### src/rtl/fault_status.sv
module fault_status #(
  parameter int NDRV  = 11,
  parameter int W     = 23,
  parameter int RETRY = 64
) (
  input  logic            clk,
  input  logic            rst_n,
  input  logic [NDRV-1:0] oc_evt,
  input  logic [NDRV-1:0] ol_evt,
  input  logic            tw_evt,
  input  logic            tsd_evt,
  input  logic [NDRV-1:0] rec_en,
  input  logic            clr_req,
  input  logic            frame_end,
  output logic [W-1:0]    stat_a,
  output logic [W-1:0]    stat_b,
  output logic [NDRV-1:0] drv_off,
  output logic            all_off
);
  localparam int CW = $clog2(RETRY + 1);

  logic [NDRV-1:0] oc_q, ol_q;
  logic            tw_q, tsd_q;
  logic [CW-1:0]   cnt [NDRV];

  wire clr   = frame_end & clr_req;
  wire fault = |{oc_q, ol_q, tw_q, tsd_q};

  always_ff @(posedge clk or negedge rst_n) begin
    if (!rst_n) begin
      oc_q  <= '0;
      ol_q  <= '0;
      tw_q  <= 1'b0;
      tsd_q <= 1'b0;
    end else begin
      oc_q  <= (clr ? '0 : oc_q) | oc_evt;
      ol_q  <= (clr ? '0 : ol_q) | ol_evt;
      tw_q  <= (~clr & tw_q) | tw_evt;
      tsd_q <= (~clr & tsd_q) | tsd_evt;
    end
  end

  for (genvar i = 0; i < NDRV; i++) begin : g_drv
    always_ff @(posedge clk or negedge rst_n) begin
      if (!rst_n)             cnt[i] <= '0;
      else if (oc_evt[i])     cnt[i] <= CW'(RETRY);
      else if (clr)           cnt[i] <= '0;
      else if (cnt[i] != '0)  cnt[i] <= cnt[i] - 1'b1;
    end
    assign drv_off[i] = oc_q[i] & (~rec_en[i] | (cnt[i] != '0));
  end

  always_comb begin
    stat_a          = '0;
    stat_a[0]       = ~fault;
    stat_a[NDRV:1]  = oc_q;
    stat_a[W-2]     = tw_q;
    stat_a[W-1]     = tsd_q;
    stat_b          = '0;
    stat_b[0]       = ~fault;
    stat_b[NDRV:1]  = ol_q;
  end

  assign all_off = tsd_q;
endmodule

### config.mk
export PLATFORM = sky130hd
export DESIGN_NAME = fault_status
export DESIGN_NICKNAME = d
export VERILOG_FILES = /design/src/rtl/fault_status.sv
export SDC_FILE = /design/constraint.sdc
export NUM_CORES = 1
export LEC_CHECK = 0
export CAP_MARGIN = 20
export CORE_AREA = 2 2 104 157
export DETAILED_ROUTE_END_ITERATION = 16
export DIE_AREA = 0 0 106 159
export DONT_BUFFER_PORTS = 1
export PLACE_DENSITY = 0.57
export SETUP_SLACK_MARGIN = 0.02
export SYNTH_ARGS = -nofsm -noshare
export SYNTH_HDL_FRONTEND = slang
export SYNTH_SLANG_ARGS = --single-unit
### constraint.sdc
create_clock -name clk -period 2.1 [get_ports clk]
set_clock_uncertainty 0.1 [all_clocks]
set_input_delay 0.105 -clock clk [delete_from_list [all_inputs] [get_ports clk]]
set_output_delay 0.105 -clock clk [all_outputs]
set_load 0.01 [all_outputs]
# Word-level counts from Yosys, hierarchy flattened
# Cells that the tools add are included.
word_totals:
  mem_bits_rw: 0
  input_bits: 39
  memories: 0
  wordCells: 126
  regBits: 101
  latchBits: 0
  rom_bits: 0
  out_inout_bits: 58
classes:
  shift: 0
  add_sub_neg: 11
  n_div: 0
  n_reduce_logical: 23
  n_bitwise: 42
  muxes: 35
  n_mul: 0
  n_eq_ne: 0
  order_cmp: 0
op_table:
  columns: ["operator", "count"]
  rows:
  - ["7-bit 2-to-1 mux", 33]
  - ["7-bit nonzero test", 11]
  - ["7-bit by 1-bit subtractor with 7-bit output (second input constant)", 11]
  - ["3-bit nonzero test", 11]
  - ["24-bit OR reduction", 1]
  - ["11-bit 2-to-1 mux", 2]
  - ["11-bit bitwise OR", 2]
  - ["1-bit bitwise AND", 14]
  - ["1-bit NOT", 13]
  - ["1-bit bitwise OR", 13]

# Logic depth before layout (Yosys ltp)
# Gate-level depths: netlist (run 1).
depth:
  ltp_word: 4
  ltp_mapped: 6
  mapped_depth_nobuf: 5

# Worst setup path after synthesis (run 1)
# Ideal clock, no wire load.
synth_path:
  kind: "register -> register"
  startpoint: "reg cnt[28] (netlist bit)"
  endpoint: "reg cnt[29] (netlist bit)"
  setup_time_ns: 0.126
  required_time_ns: 1.874
  path_stages_with_launch: 6
  n_path_buf: 0
  setup_slack_ns: 0.257
  period_less_slack_ns: 1.843
  t_arrival_ns: 1.617
  cell_sequence: "dfrtp_1 > inv_1 > ha_1 > or3b_1 > or3_1 > o311a_1"
synth_via:
  elab_chain_cells: 4
  elab_cells_between_ends: 6
  classes_between: "1 x add/sub; 3 x mux; 2 x reduce/logical"
synth_lines:
  columns: ["item", "line_no", "text"]
  rows:
  - ["start: declaration", "24", "logic [CW-1:0] cnt [NDRV];"]
  - ["start signal: indexed assignment", "46", "else if (oc_evt[i]) cnt[i] <= CW'(RETRY);"]
  - ["7-bit by 1-bit subtractor with 7-bit output", "48", "else if (cnt[i] != '0) cnt[i] <= cnt[i] - 1'b1;"]
  - ["7-bit 2-to-1 mux", "48", null]
  - ["7-bit 2-to-1 mux", "47", "else if (clr) cnt[i] <= '0;"]
  - ["7-bit 2-to-1 mux", "46", null]
# Several ways; a longest one is shown, not always the timed one. The select of a mux whose other input is x is not followed.
# A chain may end at the register's enable or synchronous reset.

# Worst setup path in the final report (run 1)
layout_path:
  startpoint: "reg cnt[28] (netlist bit)"
  endpoint: "out drv_off[6]"
layout_via:
  elab_chain_cells: 3
layout_lines:
  columns: ["item", "line_no", "text"]
  rows:
  - ["7-bit nonzero test", "50", "assign drv_off[i] = oc_q[i] & (~rec_en[i] | (cnt[i] != '0));"]
  - ["1-bit bitwise OR", "50", null]
  - ["1-bit bitwise AND", "50", null]
  - ["end: declaration", "17", "output logic [NDRV-1:0] drv_off,"]
# No other way between the ends.

==> results.sh, run 1 <==
export IMPL_run_status="finished with violations"
export IMPL_violations="negative hold slack"
export IMPL_synth_flop_cell="dfrtp_1"
export IMPL_synth_top_family_by_area="compound AO/OA/AOI/OAI gates"
export IMPL_grt_max_degree=102
export IMPL_rsz0062_at_grt="true"
export IMPL_ys_types=43
export IMPL_critPathRequiredTime_ns=1.89
export IMPL_grt_ovfl_total=0
export IMPL_synthAdderAreaFrac=0.0258
export IMPL_wl_um=12300
export IMPL_antenna_found_initial=0
export IMPL_cp_depth=4
export IMPL_total_power_w=0.00671
export IMPL_ys_ff_latch=101
export IMPL_die_width_um=106
export IMPL_place_port_buffers=0
export IMPL_synth_compound_area_share=0.205
export IMPL_max_vdd_ir_drop_mv=0.653
export IMPL_clock_latency_ns=0.34
export IMPL_synth_cells=543
export IMPL_vias=4170
export IMPL_syn2layout_area_growth_pct=14.1
export IMPL_final_hold_viol_count=101
export IMPL_ios=97
export IMPL_critical_path_max_stage_delay_ns=0.48
export IMPL_p_leak_nw=2.61
export IMPL_register_area_sq_um=2530
export IMPL_min_period_ns=1.99
export IMPL_cts_root_buf="clkbuf_16"
export IMPL_core_sq_um=15500
export IMPL_cts_sinks=101
export IMPL_synthesis_area_sq_um=5330
export IMPL_period_share=0.946
export IMPL_die_y_um=159
export IMPL_synth_edff_count=0
export IMPL_tns_ns=0
export IMPL_crit_path_max_fanout=4
export IMPL_ant_nets=0
export IMPL_nNetsFinal=626
export IMPL_maxCapViolCount=0
export IMPL_clockBufferDepth=2
export IMPL_nFillCells=1522
export IMPL_multiInputGateArea_sq_um=2550
export IMPL_avgSynthCellArea_sq_um=9.82
export IMPL_h_tree_depth=3
export IMPL_ys_seq_area_frac=0.474
export IMPL_start_kind="flop"
export IMPL_dp_hpwl_um=8760
export IMPL_drtIter0Drc=169
export IMPL_grt_pass1_vias=4031
export IMPL_clk_pin_slew_ns=0.07
export IMPL_post_synth_mux_area_share=0.0244
export IMPL_arrival_ns=1.78
export IMPL_r2r_cells=5
export IMPL_critical_path_top_delay_family="simple AND/OR/NAND/NOR gates"
export IMPL_drive_above_1_share=0.0810
export IMPL_wl_per_cell_um=15.7
export IMPL_slew_violations=0
export IMPL_cts_tree="yes"
export IMPL_worstSetupPathType="flop to primary output"
export IMPL_path_cells="inv_1 > ha_1 > nor3b_1 > a31oi_1"
export IMPL_slew_limit_headroom=0.517
export IMPL_worst_pin_slew_ns=0.706
export IMPL_synth_simple_gate_area_share=0.203
export IMPL_antenna_cells=0
export IMPL_async_flop_share=1.00
export IMPL_ys_warn_count=0
export IMPL_max_freq_mhz=504
export IMPL_grt_first_pass_wirelength_um=20100
export IMPL_drt_pass1_iterations=4
export IMPL_worstPathBufferInverterCount=1
export IMPL_post_route_util=0.393
export IMPL_hp_class="input pin to asynchronous set/reset pin"
export IMPL_cp_end_kind="primary output"
export IMPL_cts_hold_buf=26
export IMPL_synth_xor_area_frac=0
export IMPL_gp_congestion=0.858
export IMPL_drc=0
export IMPL_start_util=0.344
export IMPL_critPathSlowestCell="nor3b_1"
export IMPL_vias_per_cell=5.33
export IMPL_setup_viol=0
export IMPL_die_area_sq_um=16900
export IMPL_whs_ns=-0.645
export IMPL_row_count=56
export IMPL_cts_buffers=9
export IMPL_power_density_nw_per_um2=1100
export IMPL_postCtsSetupBuffers=0
export IMPL_grt_usage=0.149
## logic make-up (layout without fill, tap and decap cells)
logic type	Yosys count	in the layout
and+or+nand+nor	182	182
muxes	13	13
AOI/OAI and AO/OA	164	164
buffers and inverters	71	89
DFF	101	101
adders and majority gates	11	11
other	1	20
## metal layers
metal / routed length (um) / global-route usage / up-vias
met5: 0 / 0 / -
met4: 316 / 0.0502 / 0
met3: 723 / 0.0491 / 16
met2: 6110 / 0.255 / 108
met1: 5140 / 0.174 / 2041
li1: - / - / 2005
## synthesized netlist by cell type (3+ instances only)
| cell | instances | share of area |
|---|---|---|
| or4b_1 | 7 | 0.013 |
| clkbuf_1 | 3 | 0.0021 |
| o211ai_1 | 9 | 0.013 |
| nand2_1 | 26 | 0.018 |
| a2111o_1 | 3 | 0.0063 |
| or4_1 | 7 | 0.0099 |
| or3b_1 | 5 | 0.0082 |
| o311a_1 | 8 | 0.015 |
| nor3b_1 | 3 | 0.0042 |
| a21oi_1 | 47 | 0.044 |
| a31o_2 | 3 | 0.0049 |
| dfrtp_1 | 101 | 0.47 |
| o21ai_0 | 27 | 0.025 |
| nand3_1 | 3 | 0.0028 |
| nand2b_1 | 46 | 0.054 |
| or3_1 | 10 | 0.012 |
| a31oi_1 | 9 | 0.011 |
| a2111oi_0 | 8 | 0.013 |
| or2_2 | 12 | 0.014 |
| o21a_1 | 5 | 0.0070 |
| nor2b_1 | 7 | 0.0082 |
| nor3_1 | 25 | 0.023 |
| nor4b_1 | 3 | 0.0049 |
| a21o_1 | 26 | 0.037 |
| nor4_1 | 10 | 0.012 |
| o31ai_1 | 3 | 0.0042 |
| inv_1 | 39 | 0.027 |
| a211o_1 | 4 | 0.0066 |
| o311ai_0 | 3 | 0.0049 |
| buf_2 | 3 | 0.0028 |
| nor2_1 | 13 | 0.0092 |
| a211oi_1 | 5 | 0.0070 |
| ha_1 | 11 | 0.026 |
| mux2i_1 | 13 | 0.024 |
| buf_4 | 23 | 0.032 |
## metrics by stage
step	instances	cell area, sq um	setup WS [ns]	hold slack (ns)
final	783	6080	0.114	-0.645
after global routing	783	6080	0.00811	-0.667
after CTS	783	6060	0.0288	-0.661
after detailed placement	742	5520	0.173	-0.287
after global placement	742	5520	0.205	-0.287
after floorplan	562	5400	0.257	-0.291
## path summary, 6_finish.rpt
kind | from | end | slack (ns)
setup / recovery | cnt[28] | drv_off[6] | 0.11
hold / removal | rst_n | cnt[23] | -0.64
setup reg to reg | cnt[28] | cnt[29] | 0.16
hold reg to reg | cnt[20] | cnt[20] | 0.45
max in group asynchronous | rst_n | cnt[13] | 2.39
min in group clk | rec_en[1] | drv_off[1] | 0.19
## placed cells by master, fill, tap and decap left out, drive strengths merged, types with 8 or more instances in the layout
master,instances
dfrtp,101
a21oi,47
nand2b,46
inv,40
o21ai,27
a21o,26
dlygate4sd3,26
nand2,26
nor3,25
conb,20
mux2i,13
nor2,13
or2,12
ha,11
clkbuf,11
or3,10
nor4,10
a31oi,9
o211ai,9
buf,9
a2111oi,8
o311a,8
## repair_timing
item                       in CTS  in global routing
setup endpoints to repair       2                  5
gates resized for setup         2                  7
hold endpoints to repair      200                101
pin swaps                       0                  0
## area by class of cell
cell class / count / share of cell area
multi-input combinational: 390 / 0.419
sequential: 101 / 0.415
timing repair buffer: 35 / 0.0539
tap: 203 / 0.0418
clock buffer: 11 / 0.0383
inverter: 39 / 0.0241
clock inverter: 4 / 0.00802
## flip-flops by register name (all words and copies together) (netlist names)
name,cells
all_off,1
cnt,77
oc_q,11
ol_q,11
tw_q,1
## where the power goes
group | switching [W] | internal [W] | total, W
sequential | 0.000488 | 0.00236 | 0.00284
combinational | 0.00117 | 0.00106 | 0.00223
clock | 0.000710 | 0.000919 | 0.00163
(Power assumes the default switching activity.)
==> run 2, diff against run 1 <==
==> constraint.sdc (replaced) <==
create_clock -name clk -period 2.1 [get_ports clk]
set_clock_uncertainty 0.1 [all_clocks]
set_input_delay 0.42 -clock clk [delete_from_list [all_inputs] [get_ports clk]]
set_output_delay 0.42 -clock clk [all_outputs]
set_load 0.01 [all_outputs]
==> results.sh, run 2 (synthesis results as in run 1) <==
export IMPL_run_status="finished with violations"
export IMPL_violations="negative hold slack"
export IMPL_clockBufferDepth=2
export IMPL_drive_above_1_share=0.209
export IMPL_clk_pin_slew_ns=0.07
export IMPL_largest_reg_flops=77
export IMPL_cts_sinks=101
export IMPL_timing_reg2reg_setup_slack_ns=0.14
export IMPL_r2r_cells=6
export IMPL_syn2layout_area_growth_pct=19.8
export IMPL_ant_nets=0
export IMPL_grt_max_degree=102
export IMPL_worst_pin_slew_ns=0.559
export IMPL_gp_congestion=0.846
export IMPL_drc=0
export IMPL_max_vdd_ir_drop_mv=0.483
export IMPL_nNetsFinal=630
export IMPL_min_period_ns=2.06
export IMPL_clock_latency_ns=0.35
export IMPL_start_util=0.344
export IMPL_die_width_um=106
export IMPL_setup_viol=0
export IMPL_core_sq_um=15500
export IMPL_largestRegisters="cnt: 77 flops, oc_q: 11 flops, ol_q: 11 flops"
export IMPL_grt_pass1_vias=4312
export IMPL_total_power_w=0.00727
export IMPL_worstSetupPathType="flop to primary output"
export IMPL_drtIter0Drc=141
export IMPL_die_y_um=159
export IMPL_r2r_start="cnt[14]"
export IMPL_die_area_sq_um=16900
export IMPL_wl_um=13000
export IMPL_rsz0062_at_grt="true"
export IMPL_maxCapViolCount=0
export IMPL_final_common_cell="dfrtp_1"
export IMPL_critPathRequiredTime_ns=1.58
export IMPL_grt_usage=0.153
export IMPL_vias_per_cell=5.38
export IMPL_grt_ovfl_total=0
export IMPL_arrival_ns=1.54
export IMPL_power_density_nw_per_um2=1140
export IMPL_period_share=0.982
export IMPL_r2r_end="cnt[17]"
export IMPL_vias=4241
export IMPL_hp_class="input pin to asynchronous set/reset pin"
export IMPL_wl_per_cell_um=16.4
export IMPL_slew_violations=0
export IMPL_place_port_buffers=0
export IMPL_h_tree_depth=3
export IMPL_cts_tree="yes"
export IMPL_cts_buffers=9
export IMPL_grt_first_pass_wirelength_um=20700
export IMPL_cts_root_buf="clkbuf_16"
export IMPL_ios=97
export IMPL_antenna_cells=0
export IMPL_final_cell_mix="97 x dfrtp_1, 47 x a21oi_1, 46 x nand2b_1"
export IMPL_antenna_found_initial=0
export IMPL_row_count=56
export IMPL_max_freq_mhz=485
export IMPL_slew_limit_headroom=0.618
export IMPL_drt_pass1_iterations=4
export IMPL_final_hold_viol_count=101
export IMPL_crit_path_max_fanout=3
export IMPL_start_kind="flop"
export IMPL_cp_end_kind="primary output"
export IMPL_regMostFlops="cnt"
export IMPL_whs_ns=-0.333
export IMPL_dp_hpwl_um=9010
export IMPL_p_leak_nw=2.73
[run 2: cell count changes in the layout (fill, tap and decap cells not counted), moves of 4 or more]
cell           delta
a31oi_1           -6
a31oi_4           +4
buf_4            +29
dfrtp_1           -4
dfrtp_2           +4
dlygate4sd3_1    -26
ha_1              -8
ha_2              +4
ha_4              +4
inv_1             -7
inv_2             +7
nor4b_4           +5
[run 2: how the worst max path moves through the flow]
stage | from | end | slack (ns)
final | ol_q[10] | stat_b[0] | 0.04
after global routing | ol_q[6] | stat_b[0] | -0.08
after CTS | ol_q[8] | stat_b[0] | -0.04
after detailed placement | cnt[28] | cnt[29] | 0.15
after global placement | cnt[28] | cnt[29] | 0.21
after floorplan | cnt[63] | drv_off[1] | 0.19
[run 2: report_power, final]
| part | switching [W] | internal [W] | leakage (nW) |
|---|---|---|---|
| combinational | 0.00133 | 0.00138 | 1.36 |
| clock | 0.000714 | 0.000954 | 0.143 |
| sequential | 0.000540 | 0.00236 | 1.23 |
| total | 0.00258 | 0.00469 | 2.73 |
[run 2: worst max-delay path, stage by stage, from the launching register on]
cell and delay, ns:
dfrtp_2 0.45, nor4_4 0.34, nand4_1 0.13, nor2_1 0.10, buf_4 0.17
[run 2: layout make-up]
| cell class | count | area, sq um |
|---|---|---|
| Clock buffer | 12 | 246 |
| Clock inverter | 4 | 47.5 |
| Fill cell | 1487 | 9090 |
| Inverter | 39 | 146 |
| Multi-Input combinational cell | 390 | 2860 |
| Sequential cell | 101 | 2530 |
| Tap cell | 203 | 254 |
| Timing Repair Buffer | 39 | 305 |
[run 2: through the flow]
step	std cells	TNS (ns)	utilization	setup WS [ns]	cell area [sq um]
2_1_floorplan	562	0	-	0.194	5400
3_3_place_gp	752	0	0.362	0.211	5600
3_5_place_dp	752	0	0.362	0.152	5600
4_1_cts	781	-0.0735	0.399	-0.0368	6180
5_1_grt	788	-0.166	0.413	-0.0833	6390
6_report	788	0	0.413	0.0387	6390
[run 2: layer usage]
metal	share of wire	wire length, um	track usage	vias to the layer above
met2	0.51	6550	0.265	119
met5	0	0	0	-
li1	-	-	-	2015
met1	0.40	5210	0.169	2084
met3	0.063	815	0.0475	23
met4	0.029	373	0.0783	0
[run 2: what timing repair did]
item,CTS,global route
gates resized for setup,39,34
setup endpoints to repair,13,14
hold endpoints to repair,101,101
pin swaps,7,6
buffers inserted,13,7
==> run 3, diff against run 2 <==
--- a/config.mk
+++ b/config.mk
@@ -6,11 +6,11 @@
 export NUM_CORES = 1
 export LEC_CHECK = 0
 export CAP_MARGIN = 20
-export CORE_AREA = 2 2 104 157
+export CORE_AREA = 2 2 78 117
 export DETAILED_ROUTE_END_ITERATION = 16
-export DIE_AREA = 0 0 106 159
+export DIE_AREA = 0 0 80 119
 export DONT_BUFFER_PORTS = 1
-export PLACE_DENSITY = 0.57
+export PLACE_DENSITY = 0.88
 export SETUP_SLACK_MARGIN = 0.02
 export SYNTH_ARGS = -nofsm -noshare
 export SYNTH_HDL_FRONTEND = slang
==> results.sh, run 3 (synthesis results as in run 1) <==
export IMPL_drive_above_1_share=0.183
export IMPL_clockBufferDepth=2
export IMPL_cp_end_kind="primary output"
export IMPL_grt_ovfl_total=0
export IMPL_p_sw_frac=0.346
export IMPL_p_clk_frac=0.256
export IMPL_hp_class="input pin to asynchronous set/reset pin"
export IMPL_wl_per_cell_um=17.5
export IMPL_drtIter0Drc=203
export IMPL_wl_um=11900
export IMPL_clock_latency_ns=0.35
export IMPL_max_freq_mhz=464
export IMPL_internal_power_w=0.00490
export IMPL_grt_first_pass_wirelength_um=19200
export IMPL_crit_start="ol_q[5]"
export IMPL_vias=4274
export IMPL_die_width_um=80
export IMPL_postLayoutCellArea_sq_um=6190
export IMPL_start_kind="flop"
export IMPL_drc=0
export IMPL_cts_sinks=101
export IMPL_min_period_ns=2.15
export IMPL_max_vdd_ir_drop_mv=0.643
export IMPL_nNetsFinal=619
export IMPL_endpoint="stat_a[0]"
export IMPL_final_common_cell="dfrtp_1"
export IMPL_period_share=1.03
export IMPL_slew_limit_headroom=0.523
export IMPL_die_area_sq_um=9520
export IMPL_timing_reg2reg_setup_slack_ns=0.15
export IMPL_clk_pin_slew_ns=0.07
export IMPL_grt_usage=0.256
export IMPL_final_cell_mix="96 x dfrtp_1, 47 x a21oi_1, 46 x nand2b_1"
export IMPL_largest_reg_flops=77
export IMPL_worstSetupPathType="flop to primary output"
export IMPL_setup_viol=3
export IMPL_r2r_end="cnt[29]"
export IMPL_syn2layout_area_growth_pct=16.1
export IMPL_antenna_cells=0
export IMPL_cts_buffers=9
export IMPL_nFillCells=581
export IMPL_p_leak_nw=2.69
export IMPL_violations="negative hold slack, negative setup slack"
export IMPL_start_util=0.619
export IMPL_run_status="finished with violations"
export IMPL_power_frac_comb=0.356
export IMPL_cts_tree="yes"
export IMPL_die_y_um=119
export IMPL_cts_root_buf="clkbuf_16"
export IMPL_r2r_start="cnt[28]"
export IMPL_drt_pass1_iterations=5
export IMPL_h_tree_depth=3
export IMPL_whs_ns=-0.333
export IMPL_fin_ws_ns=-0.0536
export IMPL_grt_pass1_vias=4154
export IMPL_r2r_cells=5
export IMPL_place_port_buffers=0
export IMPL_regMostFlops="cnt"
export IMPL_place_inst=651
export IMPL_ant_nets=0
export IMPL_rsz0062_at_grt="true"
export IMPL_dp_hpwl_um=8190
export IMPL_final_cells=683
export IMPL_postPlaceCellArea_sq_um=5410
export IMPL_antenna_found_initial=0
export IMPL_grt_max_degree=102
export IMPL_crit_path_max_fanout=3
export IMPL_gp_congestion=0.897
export IMPL_row_count=42
export IMPL_slew_violations=0
export IMPL_vias_per_cell=6.26
export IMPL_largestRegisters="cnt: 77 flops, oc_q: 11 flops, ol_q: 11 flops"
export IMPL_final_hold_viol_count=101
export IMPL_ios=97
export IMPL_maxCapViolCount=0
export IMPL_core_sq_um=8620
export IMPL_worst_pin_slew_ns=0.697
export IMPL_critPathRequiredTime_ns=1.58
export IMPL_power_density_nw_per_um2=1210
export IMPL_p_switching_w=0.00259
export IMPL_arrival_ns=1.63
export IMPL_pwr_share_seq=0.388
==> run 3: cell types whose count changed in the layout (fill, tap and decap cells not counted), moves of 2 or more <==
cell	previous run	this run
a31oi_2	2	4
a31oi_4	4	2
buf_4	38	28
bufinv_16	1	3
clkbuf_1	2	0
clkinv_2	2	0
inv_1	32	34
inv_2	7	5
nor3_1	22	24
nor3_2	3	1
nor4_2	3	1
==> run 3: metal layers <==
layer,wire length (um),part of all wire,track usage
met5,0,0,0
met4,323,0.027,0.119
met3,820,0.069,0.0682
met2,6220,0.52,0.428
met1,4570,0.38,0.302
==> run 3: final cells by class <==
class / instances / area, sq um / share of cell area
Clock buffer: 10 / 239 / 0.0386
Multi-Input combinational cell: 390 / 2820 / 0.455
Timing Repair Buffer: 28 / 210 / 0.0340
Clock inverter: 5 / 106 / 0.0172
Sequential cell: 101 / 2530 / 0.409
Inverter: 39 / 146 / 0.0237
Tap cell: 110 / 138 / 0.0222
==> run 3: how the worst min path moves through the flow <==
stage | startpoint | to | slack (ns) | cells after the start
6_report | rst_n | cnt[39] | -0.33 | 0
5_1_grt | rst_n | all_off | -0.34 | 0
3_3_place_gp | rst_n | cnt[39] | 0.03 | 0
2_1_floorplan | rst_n | all_off | 0.02 | 0
3_5_place_dp | rst_n | cnt[39] | 0.03 | 0
4_1_cts | rst_n | cnt[45] | -0.34 | 0
==> run 3: stage by stage <==
step	total power (W)	util	setup TNS, ns	setup WS (ns)
finish	0.00749	0.718	-0.128	-0.0536
CTS	0.00719	0.692	-0.0285	-0.0204
global route	0.00794	0.718	-0.297	-0.0870
global placement	0.00489	0.628	0	0.139
floorplan	0.00453	-	0	0.194
detailed placement	0.00505	0.628	0	0.142
==> run 3: power groups by stage <==
| stage | registers, W | clock network, W | logic, W |
|---|---|---|---|
| floorplan | 0.00273 | 0 | 0.00180 |
| global placement | 0.00282 | 0 | 0.00207 |
| detailed placement | 0.00286 | 0 | 0.00218 |
| CTS | 0.00287 | 0.00194 | 0.00239 |
| global route | 0.00298 | 0.00202 | 0.00295 |
| finish | 0.00290 | 0.00192 | 0.00267 |
==> run 3: timing repair <==
item | 4_1_cts | 5_1_grt
endpoints found under the setup margin | 13 | 17
pin swaps | 4 | 11
hold endpoints to repair | 101 | 101
buffers inserted | 5 | 12
gates resized for setup | 38 | 28
==> run 3: critical path, stage by stage (launching register included) <==
cell and delay, ns:
dfrtp_1 0.43, nor4_1 0.43, nand2_1 0.12, nor2_1 0.13, buf_4 0.18
